`config.mk`:
```
export PLATFORM = sky130hd
export DESIGN_NAME = assoc_cam_top
export DESIGN_NICKNAME = d
export VERILOG_FILES = /design/src/rtl/cam_pkg.sv /design/src/rtl/cam_cell_cmp.sv /design/src/rtl/cam_hit_resolver.sv /design/src/rtl/cam_store.sv /design/src/rtl/assoc_cam_top.sv
export SDC_FILE = /design/constraint.sdc
export NUM_CORES = 1
export LEC_CHECK = 0
export BUFFER_PORTS_ARGS = -buffer_cell sky130_fd_sc_hd__buf_2
export CAP_MARGIN = 0
export CORE_MARGIN = 3
export CORE_UTILIZATION = 63
export CTS_CLUSTER_SIZE = 16
export DETAILED_ROUTE_END_ITERATION = 7
export PLACE_DENSITY = 0.9
export SLEW_MARGIN = 10
export SYNTH_ARGS = -nofsm -noshare
export SYNTH_HDL_FRONTEND = slang
export SYNTH_HIERARCHICAL = 1
export SYNTH_SLANG_ARGS = --single-unit
```
`constraint.sdc`:
```
create_clock -name clk -period 10.16 [get_ports clk]
set_input_delay 2.032 -clock clk [delete_from_list [all_inputs] [get_ports clk]]
set_output_delay 2.032 -clock clk [all_outputs]
set_load 0.01 [all_outputs]
```
`src/rtl/cam_pkg.sv`:
```
package cam_pkg;

  typedef enum logic [1:0] {
    OP_SEARCH     = 2'b00,
    OP_READ       = 2'b01,
    OP_WRITE      = 2'b10,
    OP_SEARCH_ALT = 2'b11
  } cam_op_e;

  typedef struct packed {
    logic none;
    logic one;
    logic many;
  } cam_mult_t;

endpackage

```
`src/rtl/cam_cell_cmp.sv`:
```
module cam_cell_cmp #(
  parameter int WIDTH = 8
) (
  input  logic             cell_occ,
  input  logic [WIDTH-1:0] cell_data,
  input  logic             q_flag,
  input  logic             q_flag_en,
  input  logic [WIDTH-1:0] q_key,
  input  logic [WIDTH-1:0] q_mask,
  output logic             hit
);

  localparam int FULL_W = WIDTH + 1;

  logic [FULL_W-1:0] stored;
  logic [FULL_W-1:0] probe;
  logic [FULL_W-1:0] enable;
  logic [FULL_W-1:0] differ;

  always_comb begin
    stored = {cell_occ, cell_data};
    probe  = {q_flag, q_key};
    enable = {q_flag_en, q_mask};
    differ = (stored ^ probe) & enable;
    hit    = ~|differ;
  end

endmodule

```
`src/rtl/cam_hit_resolver.sv`:
```
module cam_hit_resolver #(
  parameter int DEPTH = 8,
  parameter int CNT_W = $clog2(DEPTH + 1)
) (
  input  logic [DEPTH-1:0]  vec_i,
  output logic [DEPTH-1:0]  first_oh_o,
  output logic [CNT_W-1:0]  count_o,
  output cam_pkg::cam_mult_t mult_o
);

  logic [CNT_W-1:0] tally;

  always_comb begin
    first_oh_o = vec_i & (~vec_i + DEPTH'(1));
  end

  always_comb begin
    tally = '0;
    for (int j = 0; j < DEPTH; j++) begin
      tally = tally + CNT_W'(vec_i[j]);
    end
  end

  always_comb begin
    count_o     = tally;
    mult_o.none = (tally == '0);
    mult_o.one  = (tally == CNT_W'(1));
    mult_o.many = !mult_o.none && !mult_o.one;
  end

endmodule

```
`src/rtl/cam_store.sv`:
```
module cam_store #(
  parameter int DEPTH = 8,
  parameter int WIDTH = 8
) (
  input  logic                        clk,
  input  logic                        rst_n,
  input  logic                        wr_en,
  input  logic [DEPTH-1:0]            wr_sel,
  input  logic [WIDTH-1:0]            wr_data,
  input  logic [DEPTH-1:0]            rd_sel,
  output logic [DEPTH-1:0]            occ_o,
  output logic [DEPTH-1:0][WIDTH-1:0] cells_o,
  output logic [WIDTH-1:0]            rd_data_o
);

  logic [DEPTH-1:0]            occ_q;
  logic [DEPTH-1:0]            occ_d;
  logic [DEPTH-1:0][WIDTH-1:0] cells_q;
  logic [DEPTH-1:0]            cell_we;

  always_comb begin
    cell_we = wr_en ? wr_sel : '0;
    occ_d   = occ_q | cell_we;
  end

  always_ff @(posedge clk or negedge rst_n) begin
    if (!rst_n) begin
      occ_q <= '0;
    end else if (wr_en) begin
      occ_q <= occ_d;
    end
  end

  always_ff @(posedge clk) begin
    for (int j = 0; j < DEPTH; j++) begin
      if (cell_we[j]) begin
        cells_q[j] <= wr_data;
      end
    end
  end

  always_comb begin
    rd_data_o = '0;
    for (int j = 0; j < DEPTH; j++) begin
      if (rd_sel[j]) begin
        rd_data_o = rd_data_o | cells_q[j];
      end
    end
  end

  assign occ_o   = occ_q;
  assign cells_o = cells_q;

endmodule

```
`src/rtl/assoc_cam_top.sv`:
```
module assoc_cam_top #(
  parameter int DEPTH = 8,
  parameter int WIDTH = 8,
  parameter int CNT_W = $clog2(DEPTH + 1)
) (
  input  logic             clk,
  input  logic             rst_n,
  input  logic             op_valid_i,
  input  logic [1:0]       op_kind_i,
  input  logic [WIDTH-1:0] key_i,
  input  logic [WIDTH-1:0] mask_i,
  input  logic [WIDTH-1:0] wdata_i,
  output logic             done_o,
  output logic [DEPTH-1:0] hit_vec_o,
  output logic             none_o,
  output logic             one_o,
  output logic             many_o,
  output logic [CNT_W-1:0] hit_count_o,
  output logic             rd_valid_o,
  output logic [WIDTH-1:0] rdata_o,
  output logic             full_err_o
);

  import cam_pkg::*;

  cam_op_e                     kind;
  logic                        kind_write;
  logic                        kind_read;
  logic                        q_flag;
  logic [WIDTH-1:0]            q_key;
  logic [WIDTH-1:0]            q_mask;
  logic [DEPTH-1:0]            occ;
  logic [DEPTH-1:0][WIDTH-1:0] cells;
  logic [DEPTH-1:0]            row_hit;
  logic [DEPTH-1:0]            first_oh;
  logic [CNT_W-1:0]            count;
  cam_mult_t                   mult;
  logic [WIDTH-1:0]            sel_word;
  logic                        store_we;

  // Query formation: a write becomes a search for a clear flag.
  always_comb begin
    kind       = cam_op_e'(op_kind_i);
    kind_write = (kind == OP_WRITE);
    kind_read  = (kind == OP_READ);
    q_flag     = !kind_write;
    q_key      = kind_write ? '0 : key_i;
    q_mask     = kind_write ? '0 : mask_i;
    store_we   = op_valid_i && kind_write && !mult.none;
  end

  for (genvar j = 0; j < DEPTH; j++) begin : g_row
    cam_cell_cmp #(
      .WIDTH(WIDTH)
    ) cmp_i (
      .cell_occ (occ[j]),
      .cell_data(cells[j]),
      .q_flag   (q_flag),
      .q_flag_en(1'b1),
      .q_key    (q_key),
      .q_mask   (q_mask),
      .hit      (row_hit[j])
    );
  end

  cam_hit_resolver #(
    .DEPTH(DEPTH),
    .CNT_W(CNT_W)
  ) res_i (
    .vec_i     (row_hit),
    .first_oh_o(first_oh),
    .count_o   (count),
    .mult_o    (mult)
  );

  cam_store #(
    .DEPTH(DEPTH),
    .WIDTH(WIDTH)
  ) store_i (
    .clk      (clk),
    .rst_n    (rst_n),
    .wr_en    (store_we),
    .wr_sel   (first_oh),
    .wr_data  (wdata_i),
    .rd_sel   (first_oh),
    .occ_o    (occ),
    .cells_o  (cells),
    .rd_data_o(sel_word)
  );

  // Next-state for the registered result.
  logic             done_d;
  logic [DEPTH-1:0] hit_vec_d;
  cam_mult_t        mult_d;
  logic [CNT_W-1:0] count_d;
  logic             rd_valid_d;
  logic [WIDTH-1:0] rdata_d;
  logic             full_err_d;
  cam_mult_t        mult_q;

  always_comb begin
    done_d     = op_valid_i;
    hit_vec_d  = hit_vec_o;
    mult_d     = mult_q;
    count_d    = hit_count_o;
    rdata_d    = rdata_o;
    rd_valid_d = 1'b0;
    full_err_d = 1'b0;
    if (op_valid_i) begin
      hit_vec_d  = row_hit;
      mult_d     = mult;
      count_d    = count;
      full_err_d = kind_write && mult.none;
      if (kind_read) begin
        rd_valid_d = !mult.none;
        rdata_d    = mult.none ? '0 : sel_word;
      end
    end
  end

  always_ff @(posedge clk or negedge rst_n) begin
    if (!rst_n) begin
      done_o      <= 1'b0;
      hit_vec_o   <= '0;
      mult_q      <= '{none: 1'b1, one: 1'b0, many: 1'b0};
      hit_count_o <= '0;
      rd_valid_o  <= 1'b0;
      rdata_o     <= '0;
      full_err_o  <= 1'b0;
    end else begin
      done_o      <= done_d;
      hit_vec_o   <= hit_vec_d;
      mult_q      <= mult_d;
      hit_count_o <= count_d;
      rd_valid_o  <= rd_valid_d;
      rdata_o     <= rdata_d;
      full_err_o  <= full_err_d;
    end
  end

  assign none_o = mult_q.none;
  assign one_o  = mult_q.one;
  assign many_o = mult_q.many;

endmodule

```
Word level (Yosys, flattened, before mapping)
Index checks and enable logic that the tools add are counted.
{"block": "word_totals", "regBits": 98, "latchBits": 0, "mem_bits_rw": 0, "mem_bits_ro": 0, "input_bits": 29, "output_inout_bits": 26, "wordCells": 95, "mem_count": 0}
{"block": "op_classes", "addsub": 8, "mul": 0, "div_mod_pow": 0, "magnitude_cmp": 0, "n_eq_ne": 3, "shifts": 0, "n_mux": 15, "bitwise": 26, "n_reduce_logical": 25}
{"cell": "$mux 8", "n": 12}
{"cell": "$and 9x9->9", "n": 8}
{"cell": "$reduce_or 9->1", "n": 8}
{"cell": "$xor 9x9->9", "n": 8}
{"cell": "$or 8x8->8", "n": 8}
{"cell": "$add 4x1->4", "n": 6}
{"cell": "$logic_not 1->1", "n": 11}
{"cell": "$add 8x1->8 const B", "n": 1}
{"cell": "$and 8x8->8", "n": 1}
{"cell": "$not 8->8", "n": 1}
{"cell": "$eq 4x1->1 const B", "n": 1}
{"cell": "$logic_and 1x1->1", "n": 4}
{"cell": "$logic_not 4->1", "n": 1}
{"cell": "$mux 1", "n": 3}
{"cell": "$add 1x1->2", "n": 1}
{"cell": "$eq 2x1->1 const B", "n": 1}
{"cell": "$eq 2x2->1 const B", "n": 1}
{"cell": "$reduce_and 2->1", "n": 1}

Longest topological paths before layout
{"block": "logic_depth", "ltp_word": 25, "ltp_mapped": 20, "mapped_depth_nobuf": 18}

Cells and area by module
The synthesis kept the hierarchy.
{"module": "cam_store", "n_inst": 1, "cells_each": 136, "area_each_um2": 2567.5, "seq_area_each_um2": 2122.0}
{"module": "assoc_cam_top", "n_inst": 1, "cells_each": 87, "area_each_um2": 1179.9, "seq_area_each_um2": 651.9}
{"module": "cam_cell_cmp", "n_inst": 8, "cells_each": 14, "area_each_um2": 120.1, "seq_area_each_um2": 0.0}
{"module": "cam_hit_resolver", "n_inst": 1, "cells_each": 44, "area_each_um2": 356.6, "seq_area_each_um2": 0.0}

Worst setup path after synthesis
No wires, ideal clock.
{"block": "synth_path", "path_type": "input -> register", "startpoint": "input port op_kind_i[0]", "endpoint": "register store_i.cells_q (netlist bit store_i/cells_o[0]) (enable)", "setup_time_ns": 0.312, "arrival_ns": 6.737, "required_ns": 9.848, "slack_ns": 3.112, "stages": 19, "n_path_buf": 3, "path_cell_list": "nand2b_1 clkbuf_1 buf_2 and2_1 a22oi_1 and4_1 fa_1 inv_1 fa_1 fa_1 inv_1 ha_1 inv_1 fa_1 nor4bb_1 a41o_1 clkbuf_1 nor3b_1 and2_2"}
{"element": "start, declared", "line_no": "assoc_cam_top.sv:9", "rtl": "input logic [1:0] op_kind_i,"}
{"element": "end signal, assigned by index", "line_no": "cam_store.sv:37", "rtl": "cells_q[j] <= wr_data;"}
{"element": "end, declared", "line_no": "cam_store.sv:18", "rtl": "logic [DEPTH-1:0][WIDTH-1:0] cells_q;"}

==> metrics <==
Tcrit/Tclk final 0.804; total global-route track usage 0.302; mux cell area share after synthesis 0.0548; Comb pwr share 0.299; total CTS buffers 9; final worst-path setup slack 1.99 ns; Initial Utilization 0.652; port buffer count 54; # diodes 0; core area 7770 µm²; die area 9150 µm²; switching power 0.000337 W; vias per inst 6.49; CTS H-tree depth 3; share of cells above drive strength 1 0.235; most frequent cells in the layout xor2_1, edfxtp_1, a22oi_1; Metal-1 WL 5.02 mm; status finished clean; crit path kind input pin to register; Root Driver clkbuf_8; crit path launch type input pin; synth warn 6; Wirelength per Cell 24.0 µm; largest net degree at the start of global routing 35; Async SR Flop Fraction 0.347; final design utilization 0.725; main combinational cell family by area after synthesis XOR/XNOR gates; crit path DAT 8.41 ns; num ports 55; vias in the first global route 3508; Max Fclk 122 MHz; clock power share 0.241; Relative slew margins 0.264; clk_skew 0.00647 ns; first-pass GRT wire length 19.5 mm; RSZ-0062 raised after global routing no; final setup fails 0; power per cell area 196 nW/µm²; number of nets still failing antenna checks after routing 0; Total Nets Final 476; post-synthesis sequential area ratio 0.548; top_reg_cell synth edfxtp_1; CTS sink count 98; Internal 0.000767 W; die width 95.7 µm; uppermost layer routed met4; Setup WS pre-CTS 1.75 ns; crit path time final 8.17 ns; Clk Latency, worst-skew pair 0.36 ns; met2 wire length 6.15 mm; CTS tree done; final setup TNS 0 ns; Post-Synth Adder-Cell Area 0.0282; Hold-fix buffers, CTS 0; Hold Crit Class register to register; starting DRC count in detailed routing 486; WL final 13.1 mm; worst hold slack 0.508 ns; Cells after Synth 379; gr ovfl total 0; routed vias 3539; Worst setup EP type register; #FFs+latches synth 98; commonest non-fill, non-tap cell in the layout xor2_1; clk slew on worst S/H paths 0.09 ns; Fin. Hold Viols 0; Distinct cells, synth 43; initial antenna violation count 0; VDD IR-drop max 0.121 mV; DP Wirelength 9.48 mm; fin. max-slew vios 0; Max Cap Viol 0; post-synthesis compound-gate area fraction 0.107; XOR/XNOR Fraction of Synth Area 0.126; metal3 WL 1.43 mm; DRC viols 0; Post-CTS Resized 0; EDFF count, synth 64; Post-CTS Setup Inserts 0; Layout area overhead 11.1%; clock buffer depth 2; simple-gate share of the synthesized area 0.107; Synth Cell Area 5060 µm²; Mean Syn Cell Area 13.4 µm²; leakage power 2.36 nW; Final Power 0.00110 W; Die Height 95.7 µm; Switching Share 0.305; global placer's final weighted congestion 1.01; Worst EP required 10.40 ns; Least-Margin Pin Slew 1.10 ns; row count 32; Sequential Power Share 0.460; drt pass-1 iters 6; Max FO, Critical Path 26
-- cells in the mapped netlist, types with 2 or more instances --
| cell | n | share of area |
|---|---|---|
| dfrtp_1 | 33 | 0.16 |
| nor2b_1 | 6 | 0.0074 |
| and4_1 | 9 | 0.016 |
| and3b_1 | 2 | 0.0035 |
| nor2_1 | 4 | 0.0030 |
| buf_2 | 7 | 0.0069 |
| a41o_1 | 2 | 0.0040 |
| and2_1 | 17 | 0.021 |
| clkbuf_1 | 2 | 0.0015 |
| mux2_2 | 14 | 0.031 |
| a222oi_1 | 8 | 0.016 |
| edfxtp_1 | 64 | 0.38 |
| nand4_1 | 8 | 0.0099 |
| and2b_1 | 4 | 0.0059 |
| inv_1 | 15 | 0.011 |
| xor2_1 | 72 | 0.12 |
| clkbuf_2 | 3 | 0.0030 |
| ha_1 | 5 | 0.012 |
| mux2_4 | 8 | 0.024 |
| a22oi_1 | 55 | 0.082 |
| and2_2 | 8 | 0.012 |
| fa_1 | 4 | 0.016 |
| or2_1 | 8 | 0.0099 |
| buf_6 | 2 | 0.0044 |
-- cell families after synthesis --
family                     after synthesis
AOI/OAI and AO/OA                       69
xor gates and xnor gates                73
adders and majority gates                9
buffers and inverters                   30
DFF                                     98
muxes                                   22
other                                    1
and+or+nand+nor                         77
-- state kept, by name, indices dropped and copies added (netlist names) --
| register | cells |
|---|---|
| done_o | 1 |
| rd_valid_o | 1 |
| full_err_o | 1 |
| store_i/occ_o | 8 |
| store_i/cells_o | 64 |
| hit_vec_o | 8 |
| one_o | 1 |
| hit_count_o | 4 |
| many_o | 1 |
| none_o | 1 |
| rdata_o | 8 |
-- critical path, cell delays in order --
cell and delay, ns:
buf_2 0.10, nand2b_1 0.82, and2_1 0.59, xor2_1 0.15, a222oi_1 0.23, and4_1 0.59, fa_1 0.50, inv_1 0.08
fa_1 0.42, fa_1 0.43, inv_1 0.06, ha_1 0.15, inv_1 0.06, fa_1 0.66, nor4bb_1 0.35, a41o_1 0.33
nor3b_1 0.09, buf_4 0.23, and2_2 0.26, or2_1 0.25
-- power groups by stage --
| stage | clock network (W) | registers [W] | logic [W] |
|---|---|---|---|
| floorplan | 0 | 0.000524 | 0.000210 |
| global placement | 0 | 0.000514 | 0.000310 |
| detailed placement | 0 | 0.000517 | 0.000325 |
| CTS | 0.000270 | 0.000508 | 0.000326 |
| global route | 0.000292 | 0.000512 | 0.000360 |
| finish | 0.000266 | 0.000507 | 0.000329 |
-- through the flow --
stage,instance area [µm²],std cells
floorplan,5090,386
global placement,5420,529
detailed placement,5420,529
CTS,5630,545
global route,5630,545
finish,5630,545
-- metal layers --
layer  GRT usage  vias up
li1            -     1528
met1       0.384     1723
met2       0.480      241
met3      0.0916       47
met4       0.127        0
met5           0        -
-- worst paths after layout --
check | end | cells past startpoint | start | slack, ns
worst max-delay path | store_i/occ_o[3] | 20 | op_kind_i[0] | 1.99
worst min-delay path | hit_count_o[0] | 1 | hit_count_o[0] | 0.51
worst max register to register | store_i/occ_o[3] | 17 | store_i/occ_o[0] | 4.63
worst min register to register | hit_count_o[0] | 1 | hit_count_o[0] | 0.51
max in group asynchronous | store_i/occ_o[3] | 1 | rst_n | 7.91
min in group asynchronous | rdata_o[1] | 1 | rst_n | 1.75
-- area by class of cell --
| cell class | instances | area, µm² |
|---|---|---|
| Inverter | 15 | 56.3 |
| Timing Repair Buffer | 56 | 285 |
| Tap cell | 102 | 128 |
| Clock inverter | 5 | 80.1 |
| Sequential cell | 98 | 2770 |
| Multi-Input combinational cell | 258 | 2170 |
| Fill cell | 518 | 2140 |
| Clock buffer | 11 | 131 |
Power figures use the tool's default switching activity.
